`src/rtl/swd_switch_seq.sv`:
```
module swd_switch_seq #(
  parameter int RST_CLKS  = 56,
  parameter int IDLE_CLKS = 8,
  parameter int HALF_DIV  = 2
) (
  input  logic clk,
  input  logic rst_n,
  input  logic start_switch,
  input  logic start_reset,
  input  logic id_ack,
  output logic dbg_clk,
  output logic dbg_out,
  output logic dbg_oe,
  output logic id_req,
  output logic busy,
  output logic done
);
  localparam int PAT_LEN = 16;
  localparam logic [PAT_LEN-1:0] PAT = 16'h79E7;
  localparam int MAXC = (RST_CLKS > IDLE_CLKS) ? ((RST_CLKS > PAT_LEN) ? RST_CLKS : PAT_LEN)
                                               : ((IDLE_CLKS > PAT_LEN) ? IDLE_CLKS : PAT_LEN);
  localparam int CW = $clog2(MAXC + 1);
  localparam int HW = (HALF_DIV > 1) ? $clog2(HALF_DIV) : 1;

  typedef enum logic [2:0] {S_IDLE, S_RST1, S_SEL, S_RST2, S_LOW, S_ID} st_t;

  st_t st;
  logic full_mode, ph, done_q;
  logic [HW-1:0] hc;
  logic [CW-1:0] bitn, len;

  wire running = (st == S_RST1) || (st == S_SEL) || (st == S_RST2) || (st == S_LOW);
  wire half_end = (hc == HW'(HALF_DIV - 1));
  wire bit_end = running && ph && half_end;
  wire last_bit = (bitn == len - 1'b1);

  always_comb begin
    case (st)
      S_SEL:   len = CW'(PAT_LEN);
      S_LOW:   len = CW'(IDLE_CLKS);
      default: len = CW'(RST_CLKS);
    endcase
  end

  always_comb begin
    case (st)
      S_RST1, S_RST2: dbg_out = 1'b1;
      S_SEL:          dbg_out = PAT[PAT_LEN - 1 - int'(bitn)];
      default:        dbg_out = 1'b0;
    endcase
  end

  assign dbg_clk = ph;
  assign dbg_oe  = running;
  assign id_req  = (st == S_ID);
  assign busy    = (st != S_IDLE);
  assign done    = done_q;

  always_ff @(posedge clk or negedge rst_n) begin
    if (!rst_n) begin
      st <= S_IDLE;
      full_mode <= 1'b0;
      ph <= 1'b0;
      hc <= '0;
      bitn <= '0;
      done_q <= 1'b0;
    end else begin
      done_q <= 1'b0;
      if (st == S_IDLE) begin
        ph <= 1'b0;
        hc <= '0;
        bitn <= '0;
        if (start_switch) begin
          st <= S_RST1;
          full_mode <= 1'b1;
        end else if (start_reset) begin
          st <= S_RST2;
          full_mode <= 1'b0;
        end
      end else if (st == S_ID) begin
        if (id_ack) begin
          st <= S_IDLE;
          done_q <= 1'b1;
        end
      end else begin
        if (half_end) begin
          hc <= '0;
          ph <= ~ph;
        end else begin
          hc <= hc + 1'b1;
        end
        if (bit_end) begin
          if (last_bit) begin
            bitn <= '0;
            case (st)
              S_RST1: st <= S_SEL;
              S_SEL:  st <= S_RST2;
              S_RST2: st <= S_LOW;
              default: begin
                st <= full_mode ? S_ID : S_IDLE;
                done_q <= !full_mode;
              end
            endcase
          end else begin
            bitn <= bitn + 1'b1;
          end
        end
      end
    end
  end


  idle_release_chk: assert property (@(posedge clk) disable iff (!rst_n)
    !busy |-> (!dbg_oe && !dbg_clk && !id_req));


  switch_start_chk: assert property (@(posedge clk) disable iff (!rst_n)
    (!busy && start_switch) |=> (busy && dbg_oe && dbg_out && !dbg_clk));


  handoff_chk: assert property (@(posedge clk) disable iff (!rst_n)
    id_req |-> (!dbg_oe && !dbg_clk));


  data_hold_chk: assert property (@(posedge clk) disable iff (!rst_n)
    (dbg_clk && $past(dbg_clk)) |-> $stable(dbg_out));


  done_pulse_chk: assert property (@(posedge clk) disable iff (!rst_n)
    done |=> !done);
endmodule

```
`config.mk`:
```
export PLATFORM = sky130hd
export DESIGN_NAME = swd_switch_seq
export DESIGN_NICKNAME = d
export VERILOG_FILES = /design/src/rtl/swd_switch_seq.sv
export SDC_FILE = /design/constraint.sdc
export NUM_CORES = 1
export LEC_CHECK = 0
export ABC_AREA = 1
export CAP_MARGIN = 30
export CORE_MARGIN = 2
export CORE_UTILIZATION = 48
export CTS_CLUSTER_DIAMETER = 100
export DETAILED_ROUTE_END_ITERATION = 8
export GPL_ROUTABILITY_DRIVEN = 0
export GPL_TIMING_DRIVEN = 0
export PLACE_DENSITY_LB_ADDON = 0.12
export SLEW_MARGIN = 20
export SYNTH_ARGS = -nofsm -noshare
export SYNTH_HDL_FRONTEND = slang
export SYNTH_SLANG_ARGS = --single-unit
```
`constraint.sdc`:
```
create_clock -name clk -period 1.42 [get_ports clk]
set_input_delay 0.284 -clock clk [delete_from_list [all_inputs] [get_ports clk]]
set_output_delay 0.284 -clock clk [all_outputs]
set_load 0.05 [all_outputs]
```
# == After elaboration in Yosys (flattened, before gate mapping) ==
# Memory sizes are Yosys's and may differ from the RTL's.
# Cells that the tools add are included.
# Widths: inputs -> output; s select.
# classes
n_addsub,4
mul,0
n_eq_ne,9
shift,0
magnitude_cmp,1
div_mod_pow,0
n_reduce_logical,19
bitwise,1
muxes,31
# ops
cell,count
$mux 3,8
$mux 6,4
$mux 1,16
$pmux 6 s2,1
$pmux 3 s3,1
$reduce_bool 3->1,3
$lt 7x6->1 const B,1
$sub 4x6->7 const A,1
$add 6x1->6 const B,1
$eq 3x2->1 const B,2
$eq 3x3->1 const B,2
$eq 6x6->1,1
$reduce_and 2->1,3
$reduce_bool 2->1,3
$sub 6x1->6 const B,1
$reduce_and 4->1,1
$eq 3x1->1 const B,1
$logic_not 3->1,1
$logic_or 1x1->1,3
$ne 3x2->1 const B,1
$ne 3x3->1 const B,1
$reduce_or 3->1,1
$logic_and 1x1->1,2
$ne 2x1->1 const B,1
other kinds (5),5
# word_totals
ff_bits,13
latch_bits,0
rom_bits,16
memories,1
mem_bits_rw,0
# mem_list
memory,depth,word_bits,read_ports,rd_ports_with_merged_regs,wr,line_no,text
(name not given),16,1,1,0,0,48,S_SEL: dbg_out = PAT[PAT_LEN - 1 - int'(bitn)];

# == Depth between registers and ports, before layout ==
# logic_depth
ltp_word,9
depth_mapped,11
depth_no_buf,10

# == Worst setup path after synthesis ==
# Ideal clock, no wire load.
# synth_path
path_kind,register -> output
startpoint,register bitn[0]
endpoint,output port dbg_out
path_stages_with_launch,6
t_arrival_ns,1.757
path_buffers,0
t_required_ns,1.136
setup_slack_ns,-0.621
cell_sequence,dfrtp_1 > ha_1 > or2_2 > o211ai_1 > nand2_1 > o22ai_1
# synth_via
elab_chain_len,5
# synth_rtl
element,line_no,text
start: declaration,30,"logic [CW-1:0] bitn, len;"
start signal: assignment,105,bitn <= bitn + 1'b1;
$sub 4x6->7,48,
$mem_v2 16x1,n/a,
$mux 1 (not written as such) (2 in a row),48,
$pmux 1 s2,46,case (st)
end: declaration,12,"output logic dbg_out,"
# No other way between the ends. The select of a mux whose other input is x is not followed.

# == Worst setup path in the final report ==
# Same ends and word-level chain as after synthesis.

==> results.yml <==
power:
  finalPower_mw: 3.62
  power_density_nw_per_um2: 2480
  leakagePower_nw: 0.651
  peakVddDrop_mv: 1.56
synth:
  yosys_register_bits: 13
  ys_top_cells_by_area: "dfrtp_1, nand2_1, nor2_1, inv_1, nand3_1"
  yosys.area.top_type: "dfrtp_1"
  yosysMostFrequentCell: "nand2_1"
  synth_top_area_share: 0.373
  async_reset_ff_frac: 1.00
  netlist_instances: 120
  syn_nets: 127
  ys.flop_type: "dfrtp_1"
  synth_area_um2: 872
  synth_edf_count: 0
  synthTopCellsByCount: "nand2_1, nor2_1, dfrtp_1, inv_1, nand3_1"
  seq_area_frac_synth: 0.373
  synth_cell_type_count: 25
  syn_avg_cell_area_um2: 7.27
  synth_warnings: 0
route:
  ant_nets: 0
  drtIter0Drc: 34
  postRouteWirelength_um: 3160
  drtPass1Iterations: 4
  vias: 993
  wire_per_inst_um: 17.8
  drc: 0
  viasPerCell: 5.58
final_layout:
  insertedDiodeCount: 0
  syn_to_final_growth_pct: 67.3
  drive_gt1_frac: 0.490
  utilization: 0.845
  nFillCells: 90
  fin_nets: 161
  final-instance-count-excl-fill: 178
  design_area_um2: 1460
global_route:
  grt_max_degree: 14
  grt_pass1_wl_um: 3870
  gr-total-overflow: 0
  antenna_found_initial: 0
  grt_use_total: 0.253
  grt_pass1_vias: 858
critical_path:
  cpLargestDelayFamily: "flip-flops"
  critPathRequiredTime_ns: 1.14
  reg2reg_depth: 10
  worst-path-buf-inv: 3
  crit_arrival_ns: 1.67
  cp.depth: 8
  critPathCaptureType: "output pin"
  critical-path-max-stage-delay_ns: 0.43
  worst-path-max-fanout: 3
  cp-start-kind: "register"
  path_cells: "inv_2 -> ha_4 -> inv_2 -> nand2_1 -> o211ai_1 -> nand2_1 -> o22ai_4 -> buf_6"
  crit_type: "register to output pin"
  slowest_stage: "dfrtp_1"
die:
  start_util: 0.505
  die_w_um: 46.6
  io_pins: 11
  coreArea_um2: 1730
  fp.dieArea_um2: 2170
  dieHeight_um: 46.6
  rows: 15
timing:
  finalCriticalPeriod_ns: 1.96
  finalHoldViolCount: 0
  setup_ws_ns: -0.537
  rsz0062_at_grt: "true"
  fmax_ghz: 0.511
  final-max-slew-violation-count: 0
  worst_pin_slew_ns: 0.633
  finalSetupTns_ns: -1.66
  maxSlewHeadroom: 0.577
  finalClockSkew_ns: 0.00235
  setup_viol: 11
  fin_crit_sh: 1.38
clock_network:
  cts_buffer_depth: 2
  path_clk_slew_ns: 0.09
  clockRootBuffer: "clkbuf_4"
  cts_sinks: 13
  clk_latency_ns: 0.28
  cts-htree-levels: 1
  numCtsBuffers: 3
  cts_tree: "built"
outcome:
  violations: "negative setup slack"
  outcome: "complete, but fails checks"
place:
  dp_cells: 155
  dp_hpwl_um: 1440
  placement.cell_area_um2: 1030
  io_buffers: 10
min_path:
  hp-class: "input pin to async pin"
run:
  cap_violations: 0
## registers in the layout, indices dropped and copies added, names as in the netlist
signal     flops
dbg_clk        1
half_end       1
done           1
full_mode      1
bitn           6
st             3
## cells in the final DEF (no fill, tap or decap), drive strengths merged, types with 2 or more instances in the layout
cell           instances
dfrtp                 13
nand4                  3
clkdlybuf4s15          2
o211ai                 2
clkbuf                 4
a21oi                  7
o22ai                  3
buf                   24
nand2                 33
clkdlybuf4s50          4
nand3                  8
ha                     2
o21ai                  8
nor2                  20
inv                   15
## where the power goes
group | switching (mW) | leakage (nW) | internal [mW]
Combinational | 1.64 | 0.468 | 1.12
Sequential | 0.132 | 0.169 | 0.484
Clock | 0.136 | 0.0150 | 0.109
## layer usage
layer  routed length (µm)  track usage  vias to the layer above
li1                     -            -                      457
met1                 1240        0.324                      452
met2                 1540        0.425                       58
met3                  168       0.0235                       26
met4                  212        0.117                        0
met5                    0            0                        -
## area by class of cell
type / instances / area (µm²) / share of cell area
multi-input cells: 90 / 673 / 0.461
repair buffers: 29 / 295 / 0.202
flip-flops and latches: 13 / 328 / 0.225
clock buffers: 4 / 26.3 / 0.0180
well taps: 25 / 31.3 / 0.0214
inverters: 16 / 90.1 / 0.0617
plain buffers: 1 / 15.0 / 0.0103
## path summary, 6_finish.rpt
check,slack (ns),endpoint,startpoint
max,-0.54,dbg_out,bitn[0]
min,0.38,bitn[1],rst_n
max reg2reg,-0.20,st[0],st[1]
min reg2reg,0.51,half_end,half_end
max in group asynchronous,0.59,dbg_clk,rst_n
min in group clk,0.51,half_end,half_end
## metrics by stage
step | setup WS, ns | hold slack [ns]
final | -0.537 | 0.384
after global routing | -0.605 | 0.443
after CTS | -0.481 | 0.402
after detailed placement | -0.821 | 0.487
after global placement | -0.805 | 0.478
after floorplan | -0.158 | -0.0116
## worst register-to-register path, cell delays in order (launching register included)
cell and delay [ns]:
dfrtp_2 0.50, buf_6 0.17, nand2_8 0.08, buf_6 0.11
nor2_4 0.04, nor2_4 0.18, nand3_2 0.13, nand2_4 0.11
nand2_4 0.07, nand2_2 0.08, nand2_1 0.05
## cell families (layout without fill, tap and decap cells)
group / after synthesis / in the layout / share of synthesized area
and+or+nand+nor: 66 / 66 / 0.363
AOI/OAI and AO/OA: 20 / 20 / 0.138
buffers and inverters: 17 / 50 / 0.0775
DFF: 13 / 13 / 0.373
adders and majority gates: 2 / 2 / 0.0287
xor gates and xnor gates: 2 / 2 / 0.0201
## what timing repair did
action	CTS	global route
resized for setup	62	42
hold buffers	0	0
setup buffers	14	5
pin swaps	9	17
setup endpoints to repair	13	17
No activity file was read; power rests on OpenSTA's default activity.
